**src/rtl/oneshot_pkg.sv**
```systemverilog
package oneshot_pkg;

   // State of a channel's pulse timer
   typedef enum logic {
      TMR_IDLE = 1'b0,
      TMR_RUN  = 1'b1
   } tmr_state_e;

   // Edge events produced by the gated detector
   typedef struct packed {
      logic fall_ev;
      logic rise_ev;
   } trig_ev_t;

endpackage

```
**src/rtl/os_sync.sv**
```systemverilog
// Multi-stage synchroniser for one asynchronous input bit.
module os_sync #(
   parameter int STAGES  = 2,
   parameter bit RST_VAL = 1'b0
) (
   input  logic clk,
   input  logic rst_n,
   input  logic d,
   output logic q
);

   logic [STAGES-1:0] chain;

   always_ff @(posedge clk or negedge rst_n) begin
      if (!rst_n) chain <= {STAGES{RST_VAL}};
      else        chain <= {chain[STAGES-2:0], d};
   end

   assign q = chain[STAGES-1];

endmodule

```
**src/rtl/os_trig_gate.sv**
```systemverilog
// Edge detection with cross gating. The detector stays disarmed for
// a short time after reset, so levels present at release never fire.
module os_trig_gate
   import oneshot_pkg::*;
#(
   parameter int SYNC_STAGES = 2
) (
   input  logic clk,
   input  logic rst_n,
   input  logic en,
   input  logic fall_s,
   input  logic rise_s,
   output logic fire
);

   localparam int ARM_CYC = SYNC_STAGES + 1;
   localparam int AW      = $clog2(ARM_CYC + 1);

   logic [AW-1:0] arm_cnt;
   logic          armed;
   logic          fall_q;
   logic          rise_q;
   trig_ev_t      ev;

   assign armed = (arm_cnt == AW'(ARM_CYC));

   always_ff @(posedge clk or negedge rst_n) begin
      if (!rst_n) begin
         arm_cnt <= '0;
         fall_q  <= 1'b0;
         rise_q  <= 1'b0;
      end else begin
         fall_q <= fall_s;
         rise_q <= rise_s;
         if (!armed) arm_cnt <= arm_cnt + 1'b1;
      end
   end

   always_comb begin
      ev.fall_ev = fall_q & ~fall_s & rise_s;
      ev.rise_ev = ~rise_q & rise_s & ~fall_s;
      fire       = armed & en & (ev.fall_ev | ev.rise_ev);
   end

endmodule

```
**src/rtl/os_pulse_timer.sv**
```systemverilog
// Non-retriggerable down-counter that times one pulse.
module os_pulse_timer
   import oneshot_pkg::*;
#(
   parameter int CW = 8
) (
   input  logic          clk,
   input  logic          arst_n,
   input  logic          fire,
   input  logic [CW-1:0] width,
   output logic          active
);

   tmr_state_e    state;
   logic [CW-1:0] cnt;
   logic [CW-1:0] eff_width;

   assign eff_width = (width == '0) ? CW'(1) : width;

   always_ff @(posedge clk or negedge arst_n) begin
      if (!arst_n) begin
         state <= TMR_IDLE;
         cnt   <= '0;
      end else begin
         case (state)
            TMR_IDLE: begin
               if (fire) begin
                  state <= TMR_RUN;
                  cnt   <= eff_width;
               end
            end
            TMR_RUN: begin
               if (cnt == CW'(1)) state <= TMR_IDLE;
               else               cnt   <= cnt - 1'b1;
            end
            default: state <= TMR_IDLE;
         endcase
      end
   end

   assign active = (state == TMR_RUN);

endmodule

```
**src/rtl/os_channel.sv**
```systemverilog
// One complete monostable channel.
module os_channel #(
   parameter int CW          = 8,
   parameter int SYNC_STAGES = 2
) (
   input  logic          clk,
   input  logic          rst_n,
   input  logic          clr_n,
   input  logic          trig_fall,
   input  logic          trig_rise,
   input  logic [CW-1:0] width,
   output logic          q,
   output logic          qn
);

   logic fall_s;
   logic rise_s;
   logic fire;
   logic active;
   logic chan_rst_n;

   assign chan_rst_n = rst_n & clr_n;

   os_sync #(.STAGES(SYNC_STAGES), .RST_VAL(1'b0)) i_sync_fall (
      .clk(clk), .rst_n(rst_n), .d(trig_fall), .q(fall_s)
   );

   os_sync #(.STAGES(SYNC_STAGES), .RST_VAL(1'b0)) i_sync_rise (
      .clk(clk), .rst_n(rst_n), .d(trig_rise), .q(rise_s)
   );

   os_trig_gate #(.SYNC_STAGES(SYNC_STAGES)) i_gate (
      .clk(clk), .rst_n(rst_n), .en(clr_n),
      .fall_s(fall_s), .rise_s(rise_s), .fire(fire)
   );

   os_pulse_timer #(.CW(CW)) i_timer (
      .clk(clk), .arst_n(chan_rst_n), .fire(fire),
      .width(width), .active(active)
   );

   // Clear masks the output directly so it acts without a clock edge
   assign q  = active & clr_n;
   assign qn = ~q;

endmodule

```
**src/rtl/oneshot_pair.sv**
```systemverilog
// Top: NCH independent one-shot channels (two by default).
module oneshot_pair #(
   parameter int NCH         = 2,
   parameter int CW          = 8,
   parameter int SYNC_STAGES = 2
) (
   input  logic              clk,
   input  logic              rst_n,
   input  logic [NCH-1:0]    trig_fall_i,
   input  logic [NCH-1:0]    trig_rise_i,
   input  logic [NCH-1:0]    clr_n_i,
   input  logic [NCH*CW-1:0] width_i,
   output logic [NCH-1:0]    pulse_o,
   output logic [NCH-1:0]    pulse_n_o
);

   if (NCH < 1) begin : g_bad_nch
      $error("oneshot_pair: NCH must be at least 1");
   end
   if (CW < 1) begin : g_bad_cw
      $error("oneshot_pair: CW must be at least 1");
   end
   if (SYNC_STAGES < 2) begin : g_bad_sync
      $error("oneshot_pair: SYNC_STAGES must be at least 2");
   end

   for (genvar i = 0; i < NCH; i++) begin : g_ch
      os_channel #(.CW(CW), .SYNC_STAGES(SYNC_STAGES)) i_ch (
         .clk      (clk),
         .rst_n    (rst_n),
         .clr_n    (clr_n_i[i]),
         .trig_fall(trig_fall_i[i]),
         .trig_rise(trig_rise_i[i]),
         .width    (width_i[i*CW +: CW]),
         .q        (pulse_o[i]),
         .qn       (pulse_n_o[i])
      );
   end

endmodule

```
**config.mk**
```make
export PLATFORM = sky130hd
export DESIGN_NAME = oneshot_pair
export DESIGN_NICKNAME = d
export VERILOG_FILES = /design/src/rtl/oneshot_pkg.sv /design/src/rtl/os_sync.sv /design/src/rtl/os_trig_gate.sv /design/src/rtl/os_pulse_timer.sv /design/src/rtl/os_channel.sv /design/src/rtl/oneshot_pair.sv
export SDC_FILE = /design/constraint.sdc
export NUM_CORES = 1
export LEC_CHECK = 0
export BUFFER_PORTS_ARGS = -buffer_cell sky130_fd_sc_hd__buf_4
export CAP_MARGIN = 5
export CORE_MARGIN = 3
export CORE_UTILIZATION = 55
export DETAILED_ROUTE_END_ITERATION = 7
export GPL_TIMING_DRIVEN = 0
export PLACE_DENSITY = 0.78
export REMOVE_ABC_BUFFERS = 1
export SKIP_CTS_REPAIR_TIMING = 1
export SLEW_MARGIN = 10
export SYNTH_ARGS = -nofsm -noshare
export SYNTH_HDL_FRONTEND = slang
export SYNTH_SLANG_ARGS = --single-unit
```
**constraint.sdc**
```tcl
create_clock -name clk -period 2.09 [get_ports clk]
set_input_delay 0.5225 -clock clk [delete_from_list [all_inputs] [get_ports clk]]
set_output_delay 0.5225 -clock clk [all_outputs]
set_load 0.01 [all_outputs]
```
==> results of run 1 <==
## per-stage QoR
| step | cells | hold slack (ns) | area, µm² | utilization (%) | power [mW] |
|---|---|---|---|---|---|
| 3_3_place_gp | 217 | 0.333 | 1970 | 67.8 | 1.40 |
| 5_1_grt | 225 | 0.000219 | 2030 | 69.8 | 1.92 |
| 6_report | 225 | 0.0234 | 2030 | 69.8 | 1.79 |
| 3_5_place_dp | 217 | 0.342 | 1970 | 67.8 | 1.44 |
| 2_1_floorplan | 148 | 0.227 | 1710 | - | 1.27 |
| 4_1_cts | 225 | 0.0115 | 2030 | 69.8 | 1.80 |
## synth_stat cells (all sizes together) (3+ instances only)
cell type,number
a32o,3
a21oi,5
o211ai,4
buf,6
inv,12
mux2,4
ha,6
or4,3
nor2,3
xnor2,3
nand3,6
nand2,9
dfrtp,34
o21ai,5
mux2i,17
nor4,3
## sequential cells by signal, indices dropped and copies added, names as in the netlist
signal                       cells
g_ch.i_ch.i_gate.arm_cnt         4
g_ch.i_ch.i_timer.cnt           16
g_ch.i_ch.i_sync_fall.chain      4
g_ch.i_ch.i_gate.fall_q          2
g_ch.i_ch.i_gate.rise_q          2
g_ch.i_ch.i_sync_rise.chain      4
g_ch.i_ch.i_timer.active         2
## path summary, 6_finish.rpt
path / from / end / slack [ns] / cells after the start
hold reg to reg: g_ch[0].i_ch.i_sync_rise.chain[0] / g_ch[0].i_ch.i_sync_rise.chain[1] / 0.36 / 0
min in group clk: trig_fall_i[0] / g_ch[0].i_ch.i_sync_fall.chain[0] / 0.29 / 1
setup reg to reg: g_ch[1].i_ch.i_gate.arm_cnt[0] / g_ch[1].i_ch.i_timer.cnt[0] / 0.27 / 5
setup / recovery: g_ch[1].i_ch.i_timer.active / pulse_o[1] / 0.22 / 3
max in group asynchronous: rst_n / g_ch[0].i_ch.i_timer.cnt[2] / 1.38 / 2
hold / removal: rst_n / g_ch[0].i_ch.i_gate.rise_q / 0.02 / 1
## routing by layer
metal	wire [µm]	track usage [%]
met1	1550	24.1
met2	1760	32.6
met3	143	4.68
met5	0	0
met4	17	7.99
## area by class of cell
class / count / share of cell area [%]
clock inverter: 3 / 1.05
sequential: 34 / 42.0
clock buffer: 5 / 1.85
timing repair buffer: 27 / 10.0
multi-input combinational: 102 / 40.3
inverter: 12 / 2.22
tap: 42 / 2.59
## logic make-up (layout without fill, tap and decap cells)
group	after synthesis	after routing	synth area share [%]
mux	21	21	12.3
simple gates	42	42	15.7
xor+xnor	3	3	1.50
compound gates	30	30	12.8
fa+ha+maj	6	6	4.28
flops	34	34	48.5
buf+inv	19	47	4.99
## power by group
part	leakage [nW]	internal, mW	switching, mW
combinational	0.492	0.276	0.224
sequential	0.392	0.759	0.168
clock	0.0312	0.131	0.227
==> reports/metrics.sh, run 1 <==
GLOBAL_ROUTE_USAGE_SUM_PCT=19.5
DP.FINAL_HPWL_UM=2720
FINALCRITICALPERIOD_NS=1.87
CTS_TREE='yes'
DIE-AREA_UM2=3900
NET_TOTAL_IN_THE_FINAL_LAYOUT=212
CRITICAL_PATH.MAX_STAGE_DELAY_NS=0.70
SYNTH_AREA_LEADER_CELL='sky130_fd_sc_hd__dfrtp_1'
FINALSETUPVIOLATIONS=0
FIN_WS_NS=0.221
WORST_SETUP_HOLD_PATH_CLK_SLEW_NS=0.11
CTS_ROOT_BUFFER='sky130_fd_sc_hd__clkbuf_4'
INITIAL_CORE_UTIL_PCT=60.5
CRIT_REQUIRED_NS=1.57
ENDPOINT_KIND='output port'
H-TREE-DEPTH=2
REGAREA_UM2=851
SYNTH.TOP_CELL.AREA_SHARE_PCT=48.5
TRITONCTS_NUM_SINKS=34
SYNTHFLOPTYPE='sky130_fd_sc_hd__dfrtp_1'
CP-START-KIND='flop'
NUM_VIAS=1266
DR_DRC_COUNT=0
LAYOUT_WORST_PATH_CYCLE_SHARE_PCT=89.4
LAYOUT-AREA-OVERHEAD-VS-SYNTH_PCT=15.5
MAXIMUM_NUMBER_OF_PINS_ON_ONE_NET_BEFORE_GLOBAL_ROUTE_REPAIR=19
ANTENNA_CELLS=0
WORST-PATH-BUF-INV=2
LIBRARY_CELL_CONTRIBUTING_THE_LARGEST_SINGLE_DELAY_ON_THE_CRITICAL_PATH='sky130_fd_sc_hd__dfrtp_1'
POST_SYNTH.CELL_AREA_AVG_UM2=11.3
RUN_STATUS='completed'
TRITONCTS.NUM_BUFFERS=5
TIMING.CRITICAL_PATH.FANOUT_MAX=14
WORSTMARGINPINSLEW_NS=0.545
FIRST_GLOBAL_VIAS=1329
FINALSETUPTNS_NS=0
ANTENNA_FOUND_INITIAL=0
FP.COREAREA_UM2=2900
SYNTH_CELL_TYPES=42
GRT_PASS1_WL_UM=5950
TOTAL_CONGESTION_OVERFLOW_AFTER_GLOBAL_ROUTING=0
CP_CELL_SEQUENCE='nand2_1 -> inv_1 -> buf_4'
RELATIVE_SLEW_MARGINS_PCT=63.4
DRT-WIRELENGTH-PER-CELL_UM=15.4
CP.ARRIVAL_NS=1.35
SYNTH_CELLS=155
SYNTH.TOP_CELLS.BY_AREA='sky130_fd_sc_hd__dfrtp_1 49%, sky130_fd_sc_hd__mux2i_1 9.7%, sky130_fd_sc_hd__ha_1 4.3%, sky130_fd_sc_hd__inv_1 2.6%, sky130_fd_sc_hd__mux2_2 2.6%'
P_PER_AREA_nW_PER_UM2=881
DETAILED_ROUTE_WIRE_LENGTH_UM=3470
CLOCK_TREE.BUFFER_DEPTH=2
IRDROPWORSTVDD_mV=0.712
MAXCAPVIOLCOUNT=0
DIE_WIDTH_UM=62.5
FINALMAXSLEWVIOLATIONS=0
POWER.LEAKAGE_nW=0.916
MULTIINPUTGATEAREA_UM2=816
NUMBER_OF_DETAILED_ROUTING_ITERATIONS_RUN_BEFORE_ANTENNA_REPAIR=4
LAYOUT.FILLER_CELLS=220
CLOCK-SKEW-FINAL_NS=0.00513
CELL_ROW_COUNT=19
SYNTH-SEQ-CELLS=34
CRITICAL_PATH_CLASS='flop to output port'
WORST_SLACK_AT_PLACEMENT_NS=0.262
CLOCK_INSERTION_DELAY_WORST_SKEW_NS=0.33
DRIVE_ABOVE_1_SHARE_PCT=23.5
SYNTH-ASYNC-RESET-RATIO_PCT=100
PLACE.GP.CONGESTION=0.850
SYNTHESIS.YOSYS.WARNINGS=0
IO-PIN-COUNT=28
LAYOUT_COMMON_CELLS='34 x sky130_fd_sc_hd__dfrtp_1, 27 x sky130_fd_sc_hd__buf_4, 17 x sky130_fd_sc_hd__mux2i_1'
PORT_BUFFERS=27
SYNTH_EDF_COUNT=0
HOLD_VIOLATIONS=0
SYNTH.CELL_AREA_UM2=1750
YOSYSSEQAREASHARE_PCT=48.5
ANT_NETS=0
HOLD_PATH.CLASS='primary input to asynchronous set/reset pin'
MOSTFREQUENTLAYOUTCELL='sky130_fd_sc_hd__dfrtp_1'
MAXIMUM_CLOCK_RATE_MHz=535
CP_TOP_FAMILY='flip-flops'
VIASPERCELL=5.63
DRT_FIRST_ITER_VIOLATIONS=91
RSZ0062_AT_GRT='no'
FP.DIEH_UM=62.5
Power figures use the tool's default switching activity.
==> run 2, diff against run 1 <==
--- a/config.mk
+++ b/config.mk
@@ -8,10 +8,9 @@
 export BUFFER_PORTS_ARGS = -buffer_cell sky130_fd_sc_hd__buf_4
 export CAP_MARGIN = 5
 export CORE_MARGIN = 3
-export CORE_UTILIZATION = 55
+export CORE_UTILIZATION = 50
 export DETAILED_ROUTE_END_ITERATION = 7
-export GPL_TIMING_DRIVEN = 0
-export PLACE_DENSITY = 0.78
+export PLACE_DENSITY = 0.72
 export REMOVE_ABC_BUFFERS = 1
 export SKIP_CTS_REPAIR_TIMING = 1
 export SLEW_MARGIN = 10
==> run 2 against run 1 <==
Compared with the run above:
- non-clock buffer count did not move
- cell area rose by 1.1%
- count of clock-buffer cells in the layout did not move
- clock skew rose by 0.0082 ns
- sequential share of layout area fell by 0.44 points
- routed wire length fell by 3.2%
- utilization fell by 5.9 points
- cell count rose by 0.89%
- clock power rose by 27%
- sequential power barely moved
- combinational power rose by 3%
- largest power group unchanged
==> reports/metrics.sh, run 2 (synthesis gave the netlist of run 1 again) <==
VIASPERCELL=5.67  # was 5.63
FP.COREAREA_UM2=3200  # was 2900 µm²
IO-PIN-COUNT=28  # unchanged
IRDROPWORSTVDD_mV=0.778  # was 0.712 mV
GRT_BUSIEST_LAYER='met2'  # unchanged
MAXIMUM_CLOCK_RATE_MHz=522  # was 535 MHz
HOLD_VIOLATIONS=0  # unchanged
FINALSETUPTNS_NS=0  # unchanged
MAXCAPVIOLCOUNT=0  # unchanged
TRITONCTS_NUM_SINKS=34  # unchanged
MAXIMUM_NUMBER_OF_PINS_ON_ONE_NET_BEFORE_GLOBAL_ROUTE_REPAIR=19  # unchanged
LAYOUT.FILLER_CELLS=282  # was 220
GRT_PASS1_WL_UM=5920  # was 5950 µm
WORST_SETUP_HOLD_PATH_CLK_SLEW_NS=0.11  # about the same
MET2_USAGE_PCT=28.6  # was 32.6%
FF2FF_SETUP_SLACK_NS=0.28  # was 0.27 ns
FIRST_GLOBAL_VIAS=1328  # was 1329
DETAILED_ROUTE_WIRE_LENGTH_UM=3360  # was 3470 µm
FINALCRITICALPERIOD_NS=1.92  # was 1.87 ns
FINALMAXSLEWVIOLATIONS=0  # unchanged
ANT_NETS=0  # unchanged
DP.FINAL_HPWL_UM=2630  # was 2720 µm
NET_TOTAL_IN_THE_FINAL_LAYOUT=212  # unchanged
INITIAL_CORE_UTIL_PCT=54.8  # was 60.5%
POWER.LEAKAGE_nW=0.930  # was 0.916 nW
TRITONCTS.NUM_BUFFERS=5  # unchanged
GLOBAL_ROUTE.USAGE.MET1_PCT=24.2  # was 24.1%
LAYOUT_COMMON_CELLS='34 x sky130_fd_sc_hd__dfrtp_1, 27 x sky130_fd_sc_hd__buf_4, 17 x sky130_fd_sc_hd__mux2i_1'  # unchanged
DRIVE_ABOVE_1_SHARE_PCT=23.5  # unchanged
RSZ0062_AT_GRT='no'  # unchanged
CRITICAL_PATH_CLASS='flop to output port'  # unchanged
HOLD_PATH.CLASS='primary input to asynchronous set/reset pin'  # unchanged
P_PER_AREA_nW_PER_UM2=927  # was 881 nW/µm²
WORSTMARGINPINSLEW_NS=0.561  # was 0.545 ns
PLACE.GP.CONGESTION=0.920  # was 0.850
PORT_BUFFERS=27  # unchanged
DIE_WIDTH_UM=65.2  # was 62.5 µm
CP-START-KIND='flop'  # unchanged
CLOCK_INSERTION_DELAY_WORST_SKEW_NS=0.32  # was 0.33 ns
MOSTFREQUENTLAYOUTCELL='sky130_fd_sc_hd__dfrtp_1'  # unchanged
CRIT_REQUIRED_NS=1.57  # about the same
FP.DIEH_UM=65.2  # was 62.5 µm
TIMING.CRITICAL_PATH.FANOUT_MAX=14  # unchanged
GLOBAL_ROUTING_USAGE_ON_MET3_PCT=5.47  # was 4.68%
TOTAL_POWER_mW=1.90  # was 1.79 mW
ENDPOINT_KIND='output port'  # unchanged
CLOCK_TREE.BUFFER_DEPTH=2  # unchanged
CTS_ROOT_BUFFER='sky130_fd_sc_hd__clkbuf_4'  # unchanged
TOTAL_CONGESTION_OVERFLOW_AFTER_GLOBAL_ROUTING=0  # unchanged
CELL_ROW_COUNT=20  # was 19
DIE-AREA_UM2=4250  # was 3900 µm²
NUMBER_OF_FLIP_FLOPS_UNDER_THE_LARGEST_REGISTER_NAME=16  # unchanged
CTS_TREE='yes'  # unchanged
NUM_VIAS=1287  # was 1266
DRT_FIRST_ITER_VIOLATIONS=115  # was 91
FINAL_CORE_UTIL_PCT=63.9  # was 69.8%
NUMBER_OF_DETAILED_ROUTING_ITERATIONS_RUN_BEFORE_ANTENNA_REPAIR=4  # unchanged
H-TREE-DEPTH=2  # unchanged
ANTENNA_CELLS=0  # unchanged
LAYOUT-AREA-OVERHEAD-VS-SYNTH_PCT=16.7  # was 15.5%
RUN_STATUS='completed'  # unchanged
DRT-WIRELENGTH-PER-CELL_UM=14.8  # was 15.4 µm
TOP_REGISTER='g_ch.i_ch.i_timer.cnt'  # unchanged
CLOCK-SKEW-FINAL_NS=0.0134  # was 0.00513 ns
LAYOUT_WORST_PATH_CYCLE_SHARE_PCT=91.6  # was 89.4%
GLOBAL_ROUTE_USAGE_SUM_PCT=18.0  # was 19.5%
DR_DRC_COUNT=0  # unchanged
ANTENNA_FOUND_INITIAL=0  # unchanged
RELATIVE_SLEW_MARGINS_PCT=62.6  # was 63.4%
CP.ARRIVAL_NS=1.39  # was 1.35 ns
FINALSETUPVIOLATIONS=0  # unchanged
run 2: report_power, final:
part | total [mW] | switching (mW) | leakage [nW] | internal [mW]
clock network | 0.456 | 0.209 | 0.0450 | 0.248
logic | 0.513 | 0.234 | 0.492 | 0.279
registers | 0.928 | 0.169 | 0.392 | 0.759
run 2: worst paths after layout:
check,cells past startpoint,to,from
min in group clk,1,g_ch[1].i_ch.i_sync_rise.chain[0],trig_rise_i[1]
worst max-delay path,3,pulse_o[1],g_ch[1].i_ch.i_timer.active
worst min-delay path,1,g_ch[0].i_ch.i_gate.arm_cnt[0],rst_n
worst max register to register,6,g_ch[1].i_ch.i_timer.cnt[0],g_ch[1].i_ch.i_timer.cnt[1]
max in group asynchronous,2,g_ch[1].i_ch.i_timer.cnt[2],rst_n
worst min register to register,0,g_ch[1].i_ch.i_sync_rise.chain[1],g_ch[1].i_ch.i_sync_rise.chain[0]
run 2: per-stage QoR:
stage / hold slack [ns] / worst slack [ns] / instance area (µm²) / cells
finish: 0.0287 / 0.175 / 2050 / 227
global placement: 0.332 / 0.342 / 1970 / 219
global route: 0.00270 / 0.0471 / 2050 / 227
CTS: 0.0167 / 0.158 / 2050 / 227
detailed placement: 0.336 / 0.339 / 1970 / 219
floorplan: 0.227 / 0.438 / 1710 / 148
run 2: area by class of cell:
class,count,area (µm²),area share [%]
clock inverters,3,40.0,1.96
repair buffers,27,203,9.90
well taps,44,55.1,2.69
clock buffers,5,37.5,1.83
inverters,12,45.0,2.20
flip-flops and latches,34,851,41.6
multi-input cells,102,816,39.9
run 2: worst max-delay path: stages (launching register included):
cell                      delay, ns
sky130_fd_sc_hd__dfrtp_1       0.71
sky130_fd_sc_hd__nand2_1       0.16
sky130_fd_sc_hd__inv_1         0.09
sky130_fd_sc_hd__buf_4         0.11
run 2: routing by layer:
metal | part of all wire [%] | vias to the layer above
li1 | - | 626
met1 | 45 | 618
met2 | 48 | 39
met3 | 6.1 | 4
met4 | 0.83 | 0
met5 | 0 | -
